--- src/rtl/scrn_pkg.sv ---
package scrn_pkg;
   typedef logic [2:0] mode_t;

   localparam logic [3:0] OFF_START_LO = 4'd2;
   localparam logic [3:0] OFF_START_HI = 4'd3;
   localparam logic [3:0] OFF_MODE     = 4'd7;

   function automatic logic [14:0] mode_base(input mode_t m);
      case (m)
         3'd0, 3'd1, 3'd2: mode_base = 15'h3000;
         3'd3:             mode_base = 15'h4000;
         3'd6:             mode_base = 15'h6000;
         default:          mode_base = 15'h5800;
      endcase
   endfunction

   function automatic logic mode_is_wide(input mode_t m);
      mode_is_wide = m[2];
   endfunction
endpackage

--- src/rtl/scrn_regs.sv ---
module scrn_regs
   import scrn_pkg::*;
#(
   parameter int ADDR_W = 15
) (
   input  logic              clk,
   input  logic              rst_n,
   input  logic              we,
   input  logic [3:0]        off,
   input  logic [7:0]        wdata,
   output logic [ADDR_W-1:0] start,
   output mode_t             mode
);
   logic [2:0] lo_q;
   logic [5:0] hi_q;
   mode_t      mode_q;

   always_ff @(posedge clk) begin
      if (!rst_n) begin
         lo_q   <= '0;
         hi_q   <= '0;
         mode_q <= '0;
      end else if (we) begin
         case (off)
            OFF_START_LO: lo_q   <= wdata[7:5];
            OFF_START_HI: hi_q   <= wdata[5:0];
            OFF_MODE:     mode_q <= wdata[5:3];
            default: ;
         endcase
      end
   end

   always_comb begin
      start        = '0;
      start[8:6]   = lo_q;
      start[14:9]  = hi_q;
   end
   assign mode = mode_q;

   // a low-field write keeps the high field
   p_keep_hi_r9: assert property (@(posedge clk) disable iff (!rst_n)
      (we && off == OFF_START_LO) |=> $stable(start[14:9]));

   // mode only changes on a mode write
   p_mode_hold_r9: assert property (@(posedge clk) disable iff (!rst_n)
      !(we && off == OFF_MODE) |=> $stable(mode));
endmodule

--- src/rtl/scrn_mode_dec.sv ---
module scrn_mode_dec
   import scrn_pkg::*;
#(
   parameter int ADDR_W = 15
) (
   input  mode_t             mode,
   output logic [ADDR_W-1:0] base,
   output logic              wide
);
   localparam int PAD = ADDR_W - 15;

   generate
      if (PAD > 0) begin : g_pad
         assign base = {{PAD{1'b0}}, mode_base(mode)};
      end else begin : g_nopad
         assign base = mode_base(mode);
      end
   endgenerate

   assign wide = mode_is_wide(mode);
endmodule

--- src/rtl/scrn_addr_ctr.sv ---
module scrn_addr_ctr #(
   parameter int ADDR_W    = 15,
   parameter int WRAP_LSB  = 11,
   parameter int STEP      = 8,
   parameter int HCNT_W    = 10,
   parameter int H_ACTIVE  = 640,
   parameter int LOAD_HPOS = 760
) (
   input  logic              clk,
   input  logic              rst_n,
   input  logic [HCNT_W-1:0] h_count,
   input  logic              hsync,
   input  logic              frame_end,
   input  logic              row_last,
   input  logic              wide,
   input  logic [ADDR_W-1:0] base,
   input  logic [ADDR_W-1:0] start,
   output logic [ADDR_W-1:0] byte_addr
);
   localparam int LOG_STEP = $clog2(STEP);
   localparam logic [HCNT_W-1:0]   ACT_LIM = H_ACTIVE[HCNT_W-1:0];
   localparam logic [HCNT_W-1:0]   LOAD_H  = LOAD_HPOS[HCNT_W-1:0];
   localparam logic [ADDR_W-1:0]   STEP_V  = STEP[ADDR_W-1:0];
   localparam logic [LOG_STEP:0]   WIDE_PH = {1'b1, {LOG_STEP{1'b0}}};

   logic [ADDR_W-1:0] byte_q, row_q;
   logic [ADDR_W-1:0] b0, r0, b1, r1, b2, sum;
   logic load, step, phase_ok;

   assign load = frame_end && (h_count == LOAD_H);
   assign phase_ok = wide ? (h_count[LOG_STEP:0] == WIDE_PH)
                          : (h_count[LOG_STEP-1:0] == '0);
   assign step = (h_count < ACT_LIM) && phase_ok;
   assign sum  = b1 + STEP_V;

   always_comb begin
      b0 = byte_q;
      r0 = row_q;
      if (load) begin
         b0 = start;
         r0 = start;
      end
      b1 = b0;
      r1 = r0;
      if (hsync) begin
         if (row_last) r1 = b0;
         else          b1 = r0;
      end
      b2 = b1;
      if (step) begin
         if (sum[ADDR_W-1:WRAP_LSB] == '0)
            b2 = base | {{(ADDR_W-WRAP_LSB){1'b0}}, sum[WRAP_LSB-1:0]};
         else
            b2 = sum;
      end
   end

   always_ff @(posedge clk) begin
      if (!rst_n) begin
         byte_q <= '0;
         row_q  <= '0;
      end else begin
         byte_q <= b2;
         row_q  <= r1;
      end
   end

   assign byte_addr = byte_q;

   // a load without other activity leaves both addresses at the start
   p_load_r2: assert property (@(posedge clk) disable iff (!rst_n)
      (load && !step && !hsync) |=> (byte_q == $past(start) && row_q == $past(start)));

   // restore makes byte equal the row start
   p_restore_r3: assert property (@(posedge clk) disable iff (!rst_n)
      (hsync && !row_last && !load && !step) |=> (byte_q == row_q));

   // after any step the top field is never all zero
   p_wrapfield_r7: assert property (@(posedge clk) disable iff (!rst_n)
      step |=> (byte_q[ADDR_W-1:WRAP_LSB] != '0));

   // with no load, hsync or step, the addresses hold
   p_hold_r10: assert property (@(posedge clk) disable iff (!rst_n)
      (!load && !hsync && !step) |=> ($stable(byte_q) && $stable(row_q)));
endmodule

--- src/rtl/scrn_addr_gen.sv ---
module scrn_addr_gen
   import scrn_pkg::*;
#(
   parameter int ADDR_W    = 15,
   parameter int WRAP_LSB  = 11,
   parameter int STEP      = 8,
   parameter int HCNT_W    = 10,
   parameter int H_ACTIVE  = 640,
   parameter int LOAD_HPOS = 760,
   parameter int ROW_W     = 4
) (
   input  logic              clk,
   input  logic              rst_n,
   input  logic              reg_we,
   input  logic [3:0]        reg_off,
   input  logic [7:0]        reg_wdata,
   input  logic [HCNT_W-1:0] h_count,
   input  logic              hsync,
   input  logic              frame_end,
   input  logic              row_last,
   input  logic [ROW_W-1:0]  char_row,
   output logic [ADDR_W-1:0] rd_addr
);
   generate
      if (ADDR_W < 15) begin : g_bad_aw
         $error("ADDR_W must be at least 15");
      end
      if (WRAP_LSB < 1 || WRAP_LSB >= ADDR_W) begin : g_bad_wrap
         $error("WRAP_LSB out of range");
      end
      if (STEP < 2 || (STEP & (STEP - 1)) != 0) begin : g_bad_step
         $error("STEP must be a power of two");
      end
      if (H_ACTIVE >= (1 << HCNT_W) || LOAD_HPOS >= (1 << HCNT_W)) begin : g_bad_h
         $error("horizontal limits exceed HCNT_W");
      end
      if (ROW_W > ADDR_W) begin : g_bad_row
         $error("ROW_W exceeds ADDR_W");
      end
   endgenerate

   logic [ADDR_W-1:0] start, base, byte_addr;
   mode_t             mode;
   logic              wide;

   scrn_regs #(.ADDR_W(ADDR_W)) u_regs (
      .clk(clk), .rst_n(rst_n), .we(reg_we), .off(reg_off),
      .wdata(reg_wdata), .start(start), .mode(mode)
   );

   scrn_mode_dec #(.ADDR_W(ADDR_W)) u_dec (
      .mode(mode), .base(base), .wide(wide)
   );

   scrn_addr_ctr #(
      .ADDR_W(ADDR_W), .WRAP_LSB(WRAP_LSB), .STEP(STEP), .HCNT_W(HCNT_W),
      .H_ACTIVE(H_ACTIVE), .LOAD_HPOS(LOAD_HPOS)
   ) u_ctr (
      .clk(clk), .rst_n(rst_n), .h_count(h_count), .hsync(hsync),
      .frame_end(frame_end), .row_last(row_last), .wide(wide),
      .base(base), .start(start), .byte_addr(byte_addr)
   );

   // per-bit merge of the row index into the byte address
   for (genvar i = 0; i < ADDR_W; i++) begin : g_merge
      if (i < ROW_W) begin : g_or
         assign rd_addr[i] = byte_addr[i] | char_row[i];
      end else begin : g_pass
         assign rd_addr[i] = byte_addr[i];
      end
   end
endmodule

--- config.mk ---
export PLATFORM = sky130hd
export DESIGN_NAME = scrn_addr_gen
export DESIGN_NICKNAME = d
export VERILOG_FILES = /design/src/rtl/scrn_pkg.sv /design/src/rtl/scrn_regs.sv /design/src/rtl/scrn_mode_dec.sv /design/src/rtl/scrn_addr_ctr.sv /design/src/rtl/scrn_addr_gen.sv
export SDC_FILE = /design/constraint.sdc
export NUM_CORES = 1
export LEC_CHECK = 0
export ABC_AREA = 1
export CAP_MARGIN = 25
export CORE_MARGIN = 2
export CORE_UTILIZATION = 30
export CTS_BUF_LIST = sky130_fd_sc_hd__clkbuf_2
export CTS_CLUSTER_DIAMETER = 150
export DETAILED_ROUTE_END_ITERATION = 16
export SYNTH_ARGS = -nofsm -noshare
export SYNTH_HDL_FRONTEND = slang
export SYNTH_SLANG_ARGS = --single-unit
--- constraint.sdc ---
create_clock -name clk -period 3.3 [get_ports clk]
set_clock_uncertainty 0.1 [all_clocks]
set_input_delay 0.66 -clock clk [delete_from_list [all_inputs] [get_ports clk]]
set_output_delay 0.66 -clock clk [all_outputs]
set_load 0.005 [all_outputs]
==> results of run 1 <==
[power groups by stage]
stage / Combinational (mW) / Sequential [mW] / Clock (mW)
after floorplan: 0.118 / 0.540 / 0
after global placement: 0.195 / 0.544 / 0
after detailed placement: 0.198 / 0.543 / 0
after CTS: 0.199 / 0.533 / 0.230
after global routing: 0.221 / 0.535 / 0.252
final: 0.197 / 0.533 / 0.222
[state kept, by name, summed over array words and instances, names as in the netlist]
name and count:
u_ctr.byte_addr 15, u_ctr.row_q 15, u_regs.hi_q 6, u_regs.lo_q 3
u_regs.mode 3
[path summary, 6_finish.rpt]
kind                       start             endpoint  slack (ns)  cells after the start
setup / recovery      h_count[2]  u_ctr.byte_addr[13]        0.57                     13
hold / removal    u_regs.mode[0]       u_regs.mode[0]        0.39                      2
setup reg to reg  u_regs.hi_q[4]  u_ctr.byte_addr[13]        1.42                     10
hold reg to reg   u_regs.mode[0]       u_regs.mode[0]        0.39                      2
[final cells by class]
cell class              count  area [µm²]  area share (%)
repair buffers             59         558            17.8
multi-input cells         285        1470            47.1
flip-flops and latches     42         841            26.9
well taps                 105         131            4.20
inverters                  24        90.1            2.88
clock buffers               7        35.0            1.12
[kinds of logic after synthesis]
logic type / synth area share [%]
flops: 32.7
compound gates: 13.7
buf+inv: 9.94
fa+ha+maj: 0.487
simple gates: 43.2
[metal layers]
| metal | routed length [µm] | track usage (%) | part of all wire [%] |
|---|---|---|---|
| met1 | 3050 | 18.4 | 47 |
| met2 | 3070 | 25.5 | 47 |
| met3 | 353 | 3.03 | 5.4 |
| met4 | 69 | 5.16 | 1.1 |
| met5 | 0 | 0 | 0 |
[critical path: cells and delay by family]
family          cells  cell delay [ns]
buf+inv             2             0.66
simple gates       10             1.55
compound gates      1             0.14
[per-stage QoR]
stage,power [mW],utilization [%]
global route,1.01,37.9
CTS,0.962,37.9
detailed placement,0.741,37.5
finish,0.953,37.9
global placement,0.738,37.5
floorplan,0.658,-
[cell usage after synthesis]
library cell	n	area, µm²
nand2_4	1	11.3
o21ai_1	2	10.0
clkbuf_1	6	22.5
ha_1	1	12.5
a31oi_1	1	6.26
o21a_1	1	7.51
buf_1	1	3.75
and3_1	2	12.5
nand3_4	1	17.5
nor2_2	2	12.5
inv_2	1	3.75
a311oi_1	1	8.76
nor3_1	2	10.0
nor2_1	29	109
nand2_1	81	304
nand3b_1	1	7.51
nand4_2	3	37.5
nor2_4	3	33.8
buf_4	12	90.1
nand3_1	50	250
dfxtp_1	42	841
nand3_2	6	60.1
inv_1	21	78.8
buf_6	3	33.8
or2_2	5	31.3
o21bai_1	1	7.51
nor3_4	1	16.3
nand4_1	10	62.6
buf_2	3	15.0
a21oi_1	34	170
o21ai_2	3	26.3
nor3b_1	1	7.51
nand2_2	20	125
clkinv_1	2	7.51
o21ai_0	23	115
==> impl_metrics.yaml, run 1 <==
power:
  swShare_pct: 29.3
  combPwrFrac_pct: 20.7
  p_seq_share_pct: 56.0
  peakVddDrop_uv: 117
  clkPwrFrac_pct: 23.3
  powerDensity_nw_per_um2: 305
  p_int_mw: 0.673
  leakage_nw: 1.32
  p_switching_mw: 0.279
worst_hold_path:
  hp-class: "flip-flop to flip-flop"
clocking:
  cts_buffer_depth: 2
  postCtsHoldBufs: 0
  cts_root_buf: "clkbuf_2"
  ctsHtreeMaxLevel: 2
  cts_buffers: 5
  clock_latency_ns: 0.41
  cts_num_sinks: 42
  cts_resized: 0
  post_cts_buffers: 0
  tritoncts: "done"
  clk_pin_slew_worst_paths_ns: 0.23
cells_and_area:
  final_common_cell: "nand2_1"
  final_cell_area_um2: 3130
  fin_cells: 522
  final_cell_mix: "nand2_1 (81), nand3_1 (50), clkdlybuf4s50_1 (46), dfxtp_1 (42), a21oi_1 (34)"
  nFillCells: 871
  diodes: 0
  syn_to_final_growth_pct: 21.8
  final_nets: 450
  drive_above_1_share_pct: 15.8
run:
  max_cap_violations: 0
die:
  dieArea_um2: 9320
  initial_core_util_pct: 31.1
  die_h_um: 96.5
  ioPinCount: 47
  die_x_um: 96.5
  num_rows: 33
  core-area_um2: 8260
routing:
  ant_nets: 0
  detail_route.vias_per_cell: 4.94
  route.detailed.drc: 0
  first_pass_iters: 4
  vias: 2578
  wire_per_inst_um: 12.5
  drt-initial-drc-count: 154
  routed_wl_mm: 6.54
logic_synthesis:
  synth_cell_types: 35
  ys_seq_area_share_pct: 32.7
  mappedNetlistArea_um2: 2570
  synth_warnings: 0
  synth_fp_nets: 409
  syn_inst: 376
  ys_ff_latch: 42
  synth.avg_cell_area_um2: 6.83
setup_path:
  cpMostUsedCell: "nand4_1"
  cpPeakStageDelay_ns: 0.44
  crit_fanout: 7
  crit_type: "input port to flip-flop"
  cpMaxStageDelayCell: "clkdlybuf4s50_1"
  end_kind: "flip-flop"
  path_cells: "clkdlybuf4s50_1 > nor3_4 > buf_4 > nand4_1 > nand3_1 > nand3_1 > nand2_1 > nand2_1 > nor2_1 > nand4_1 > nand2_2 > nand4_1 > a21oi_1"
  start_kind: "input port"
  critical_path_arrival_ns: 3.00
  cp.required_ns: 3.57
global_route:
  grt_pass1_vias: 2381
  grt.overflow.total: 0
  grt_pass1_wl_mm: 10.8
  grt_antenna_before_repair: 0
  grtUsageTotal_pct: 14.8
  grt_max_degree: 23
placement:
  place_worst_setup_slack_ns: 0.121
  placedCellCount: 515
  place_hpwl_mm: 5.00
  place.gp.congestion: 0.803
  port_buffers: 46
  placed_area_um2: 3090
sta:
  finalHoldViolations: 0
  max_freq_ghz: 0.366
  timing.final.crit_period_ns: 2.73
  fin_setup_tns_ns: 0
  setup_viol: 0
  fin_hold_ws_ns: 0.391
  setup_slack_ns: 0.568
  finalCritPeriodShare_pct: 82.8
  worst_pin_slew_ns: 0.728
  rsz0062_at_grt: "no"
  slew_viol_final: 0
  relSlewSlack_pct: 51.4
run_status:
  status: "finished, final reports clean"
(Power assumes the default switching activity.)
==> run 2: changes to the inputs <==
Clock period 3.3 ns to 2.75 ns, I/O delays scaled along.
==> run 2 against run 1 <==
  * Clock power rose by 24%
  * Sequential share of layout area is 1.8 points lower
  * Clock-buffer cell count is 2 lower
  * Largest cell class unchanged
==> impl_metrics.yaml, run 2 (same netlist as run 1, synthesis figures left out) <==
run_status:
  status: "finished, final reports clean"
run:
  max_cap_violations: 0
die:
  dieArea_um2: 9320
  core-area_um2: 8260
  initial_core_util_pct: 31.1
  num_rows: 33
  die_x_um: 96.5
  die_h_um: 96.5
  ioPinCount: 47
setup_path:
  cp.required_ns: 3.00
  cpMostUsedCell: "nand3_1"
  crit_fanout: 8
  start_kind: "input port"
  cpPeakStageDelay_ns: 0.47
  path_cells: "clkdlybuf4s50_1 > nand2_1 > nor2_4 > buf_4 > nand4_1 > nand3_1 > nand3_1 > o21ai_2 > nand2_1 > nor2_1 > nand3_1 > nand2_2 > nand4_1 > a21oi_1"
  crit_buf_inv: 2
  crit_type: "input port to flip-flop"
  end_kind: "flip-flop"
  setup.worst_path.start: "h_count[3]"
  cpMaxStageDelayCell: "clkdlybuf4s50_1"
  r2r_start: "u_ctr.byte_addr[4]"
  critical_path_arrival_ns: 2.79
  critPathTopFamily: "simple AND/OR/NAND/NOR gates"
routing:
  vias: 2691
  detail_route.vias_per_cell: 4.90
  ant_nets: 0
  route.detailed.drc: 0
  drt-initial-drc-count: 148
  first_pass_iters: 6
  routed_wl_mm: 6.76
  wire_per_inst_um: 12.3
power:
  power_mw: 1.18
  combPwrFrac_pct: 22.4
  peakVddDrop_uv: 125
  leakage_nw: 1.45
  p_switching_mw: 0.358
  clkPwrFrac_pct: 23.3
  p_seq_share_pct: 54.3
  p_int_mw: 0.822
  swShare_pct: 30.3
  powerDensity_nw_per_um2: 351
clocking:
  ctsHtreeMaxLevel: 2
  cts_buffer_depth: 2
  clk_pin_slew_worst_paths_ns: 0.21
  post_cts_buffers: 0
  cts_num_sinks: 42
  cts_buffers: 5
  clock_latency_ns: 0.42
  tritoncts: "done"
  cts_root_buf: "clkbuf_2"
cells_and_area:
  multiInputGateArea_um2: 1480
  syn_to_final_growth_pct: 30.6
  diodes: 0
  final_cell_mix: "nand2_1 (81), nand3_1 (49), clkdlybuf4s50_1 (46), dfxtp_1 (42), buf_4 (37)"
  post-route-util_pct: 40.6
  fin_cells: 549
  drive_above_1_share_pct: 20.9
  final_nets: 476
  final-seq-area_um2: 841
  final_common_cell: "nand2_1"
  nFillCells: 877
  final_cell_area_um2: 3360
placement:
  place_worst_setup_slack_ns: -0.309
  place.gp.congestion: 0.838
  port_buffers: 46
  placed_area_um2: 3290
  place_hpwl_mm: 5.21
  placedCellCount: 541
global_route:
  grt_max_degree: 31
  grtUsageTotal_pct: 15.2
  grt_pass1_vias: 2512
  grt_pass1_wl_mm: 11.1
  grt.overflow.total: 0
  grt_antenna_before_repair: 0
sta:
  fin_setup_tns_ns: 0
  setup_viol: 0
  slew_viol_final: 0
  finalHoldViolations: 0
  relSlewSlack_pct: 62.9
  fin_hold_ws_ns: 0.392
  finalCritPeriodShare_pct: 92.4
  max_freq_ghz: 0.394
  worst_pin_slew_ns: 0.556
  setup_slack_ns: 0.210
  rsz0062_at_grt: "no"
  timing.final.crit_period_ns: 2.54
worst_hold_path:
  worstHoldStart: "u_regs.mode[0]"
  hp-class: "flip-flop to flip-flop"
run 2: cell count changes in the layout (fill, tap and decap cells not counted):
cell        previous run  this run
clkbuf_2               7         5
buf_4                 13        37
nor2_4                 3         4
clkinv_1               2         3
buf_6                  0         1
nand3_2                6         7
nand3_1               50        49
clkinvlp_4             0         1
nor2_2                 2         1
clkinv_2               0         1
buf_12                 0         1
run 2: worst min-delay path: cells and delay by family, from the launching register on:
kind            cells  cell delay, ns
buf+inv             1            0.07
flops               1            0.36
compound gates      1            0.05
run 2: power groups by stage:
stage,sequential [mW],combinational (mW),clock [mW]
after floorplan,0.649,0.141,0
after detailed placement,0.652,0.262,0
after CTS,0.641,0.264,0.291
after global placement,0.653,0.258,0
final,0.641,0.264,0.275
after global routing,0.644,0.292,0.309
run 2: final timing paths:
check,to,slack [ns],depth (start not counted)
setup / recovery,u_ctr.byte_addr[11],0.21,14
setup reg to reg,u_ctr.byte_addr[11],0.86,11
hold / removal,u_regs.mode[0],0.39,2
hold reg to reg,u_regs.mode[0],0.39,2
run 2: timing repair:
action,CTS,global route
resized for setup,0,6
endpoints found under the setup margin,0,4
hold buffers,0,0
run 2: cell type report:
type,instances,area share [%]
Sequential cell,42,25.1
Timing Repair Buffer,85,22.9
Clock buffer,5,0.746
Multi-Input combinational cell,285,44.2
Tap cell,105,3.91
Clock inverter,3,0.485
Inverter,24,2.68
run 2: routing by layer:
metal  share of wire, %  track usage, %
met1                 45            18.3
met2                 48            27.5
met3                5.6            2.56
met4                1.2            4.93
met5                  0               0
==> run 3: changes to the inputs <==
--- a/config.mk
+++ b/config.mk
@@ -11,3 +11,3 @@
 export CORE_UTILIZATION = 30
-export CTS_BUF_LIST = sky130_fd_sc_hd__clkbuf_2
+export CTS_BUF_LIST = sky130_fd_sc_hd__clkbuf_16
 export CTS_CLUSTER_DIAMETER = 150
--- a/constraint.sdc
+++ b/constraint.sdc
@@ -4,2 +4,2 @@
 set_output_delay 0.55 -clock clk [all_outputs]
-set_load 0.005 [all_outputs]
+set_load 0.01 [all_outputs]
==> run 3 against run 2 <==
  * Register-to-register slack improved by 0.04 ns
  * Die area did not move
  * Largest power group unchanged
  * Global-route usage rose by 0.12 points
  * Critical endpoint is now u_ctr.byte_addr[12]
==> impl_metrics.yaml, run 3 (same netlist as run 1, synthesis figures left out) <==
die:
  die_h_um: 96.5
  dieArea_um2: 9320
  ioPinCount: 47
  num_rows: 33
  initial_core_util_pct: 31.1
  core-area_um2: 8260
  die_x_um: 96.5
worst_hold_path:
  whs_path_depth: 2
  hold_end: "u_regs.mode[0]"
  hp-class: "flip-flop to flip-flop"
  worstHoldStart: "u_regs.mode[0]"
routing:
  vias: 2811
  ant_nets: 0
  first_pass_iters: 4
  wire_per_inst_um: 13.2
  route.detailed.drc: 0
  detail_route.vias_per_cell: 4.96
  drt-initial-drc-count: 171
  routed_wl_mm: 7.46
sta:
  timing.final.crit_period_ns: 2.61
  worst_pin_slew_ns: 0.578
  setup_slack_ns: 0.140
  finalHoldViolations: 0
  slew_viol_final: 0
  setup_viol: 0
  relSlewSlack_pct: 61.5
  max_freq_ghz: 0.383
  finalCritPeriodShare_pct: 94.9
cells_and_area:
  fin_cells: 567
  post-route-util_pct: 46.7
  diodes: 0
  drive_above_1_share_pct: 31.0
  final_nets: 494
  final_common_cell: "nand2_1"
  final_cell_mix: "nand2_1 (67), buf_4 (47), dfxtp_1 (42), nand3_1 (39), clkdlybuf4s50_1 (36)"
  syn_to_final_growth_pct: 50.2
run_status:
  status: "finished, final reports clean"
clocking:
  cts_buffers: 5
  cts_buffer_depth: 2
  ctsHtreeMaxLevel: 2
  clk_pin_slew_worst_paths_ns: 0.06
  tritoncts: "done"
  cts_root_buf: "clkbuf_16"
  clock_latency_ns: 0.29
  cts_num_sinks: 42
power:
  powerDensity_nw_per_um2: 396
  leakage_nw: 1.74
  peakVddDrop_uv: 219
setup_path:
  crit_fanout: 8
  timing.rr.end: "u_ctr.byte_addr[12]"
  r2r_start: "u_regs.hi_q[0]"
  path_cells: "clkdlybuf4s50_1 > nand2_2 > nor2_4 > buf_6 > nand4_2 > nand3_2 > nand3_2 > nand2_2 > nand2_2 > nor2_2 > nand2_1 > nand2_1 > nand2_2 > buf_6 > inv_1 > nand4_1 > a21oi_1"
  cpMaxStageDelayCell: "clkdlybuf4s50_1"
  crit_type: "input port to flip-flop"
  r2r_cells: 13
  start_kind: "input port"
  critical_path_arrival_ns: 2.73
  rrSetupSlack_ns: 0.90
  cpPeakStageDelay_ns: 0.47
  end_kind: "flip-flop"
  cpMostUsedCell: "nand2_2"
  cp.required_ns: 2.87
run:
  max_cap_violations: 0
placement:
  place_hpwl_mm: 5.21
  placedCellCount: 541
  port_buffers: 46
  place.gp.congestion: 0.838
  place_worst_setup_slack_ns: -0.309
global_route:
  grt_max_degree: 31
  grtUsageTotal_pct: 15.4
  grt_pass1_vias: 2502
  grt.overflow.total: 0
  grt_pass1_wl_mm: 11.1
  grt_antenna_before_repair: 0
[run 3: changes by cell type in the layout (fill, tap and decap cells not counted), moves of 5 or more]
| cell | change |
|---|---|
| nand3_1 | -10 |
| nor2_2 | +5 |
| buf_4 | +10 |
| clkdlybuf4s50_1 | -10 |
| clkbuf_2 | -5 |
| nand3_2 | +9 |
| nor2_1 | -6 |
| dlymetal6s2s_1 | +10 |
| nand2_2 | +11 |
| nand2_1 | -14 |
| clkbuf_16 | +7 |
[run 3: how the worst max path moves through the flow]
stage               start                  end  slack (ns)  depth (start not counted)
2_1_floorplan  h_count[2]  u_ctr.byte_addr[14]        0.25                         15
3_3_place_gp   h_count[8]  u_ctr.byte_addr[12]       -0.26                         16
3_5_place_dp   h_count[8]  u_ctr.byte_addr[11]       -0.31                         16
4_1_cts        h_count[3]  u_ctr.byte_addr[11]        0.05                         14
5_1_grt         frame_end  u_ctr.byte_addr[13]       -0.03                         16
6_report        frame_end  u_ctr.byte_addr[12]        0.14                         17
[run 3: final cells by class]
cell class | instances | area [µm²]
Clock buffer | 5 | 125
Clock inverter | 3 | 16.3
Fill cell | 823 | 4400
Inverter | 24 | 90.1
Multi-Input combinational cell | 286 | 1670
Sequential cell | 42 | 841
Tap cell | 105 | 131
Timing Repair Buffer | 102 | 985
[run 3: where the power goes]
group / internal (mW) / total [mW] / switching, mW / leakage (nW)
Sequential: 0.628 / 0.640 / 0.0117 / 0.341
Clock: 0.332 / 0.580 / 0.249 / 0.0672
Combinational: 0.152 / 0.306 / 0.154 / 1.33
Total: 1.11 / 1.53 / 0.414 / 1.74
[run 3: critical path: cells and delay by family]
family,cells,cell delay (ns)
and+or+nand+nor,12,1.19
AOI/OAI and AO/OA,1,0.15
buffers and inverters,4,0.81
[run 3: metrics by stage]
| stage | total power, mW | TNS (ns) | hold WS [ns] | cell area [µm²] |
|---|---|---|---|---|
| finish | 1.53 | 0 | 0.374 | 3860 |
| global route | 1.59 | -0.0455 | 0.406 | 3860 |
| CTS | 1.51 | 0 | 0.372 | 3440 |
| detailed placement | 0.919 | -1.50 | 0.363 | 3290 |
| global placement | 0.915 | -1.21 | 0.363 | 3290 |
| floorplan | 0.794 | 0 | 0.339 | 2570 |
[run 3: layer usage]
layer / routed length [µm] / part of all wire (%) / global-route usage (%)
met5: 0 / 0 / 0
met4: 95 / 1.3 / 5.28
met3: 430 / 5.8 / 3.26
met2: 3720 / 50 / 27.2
met1: 3220 / 43 / 18.4
[run 3: repair_timing]
action	4_1_cts	5_1_grt
endpoints found under the setup margin	1	5
gates resized for setup	2	61
buffers inserted	0	14
hold buffers	0	0
pin swaps	0	46
cloned	0	4
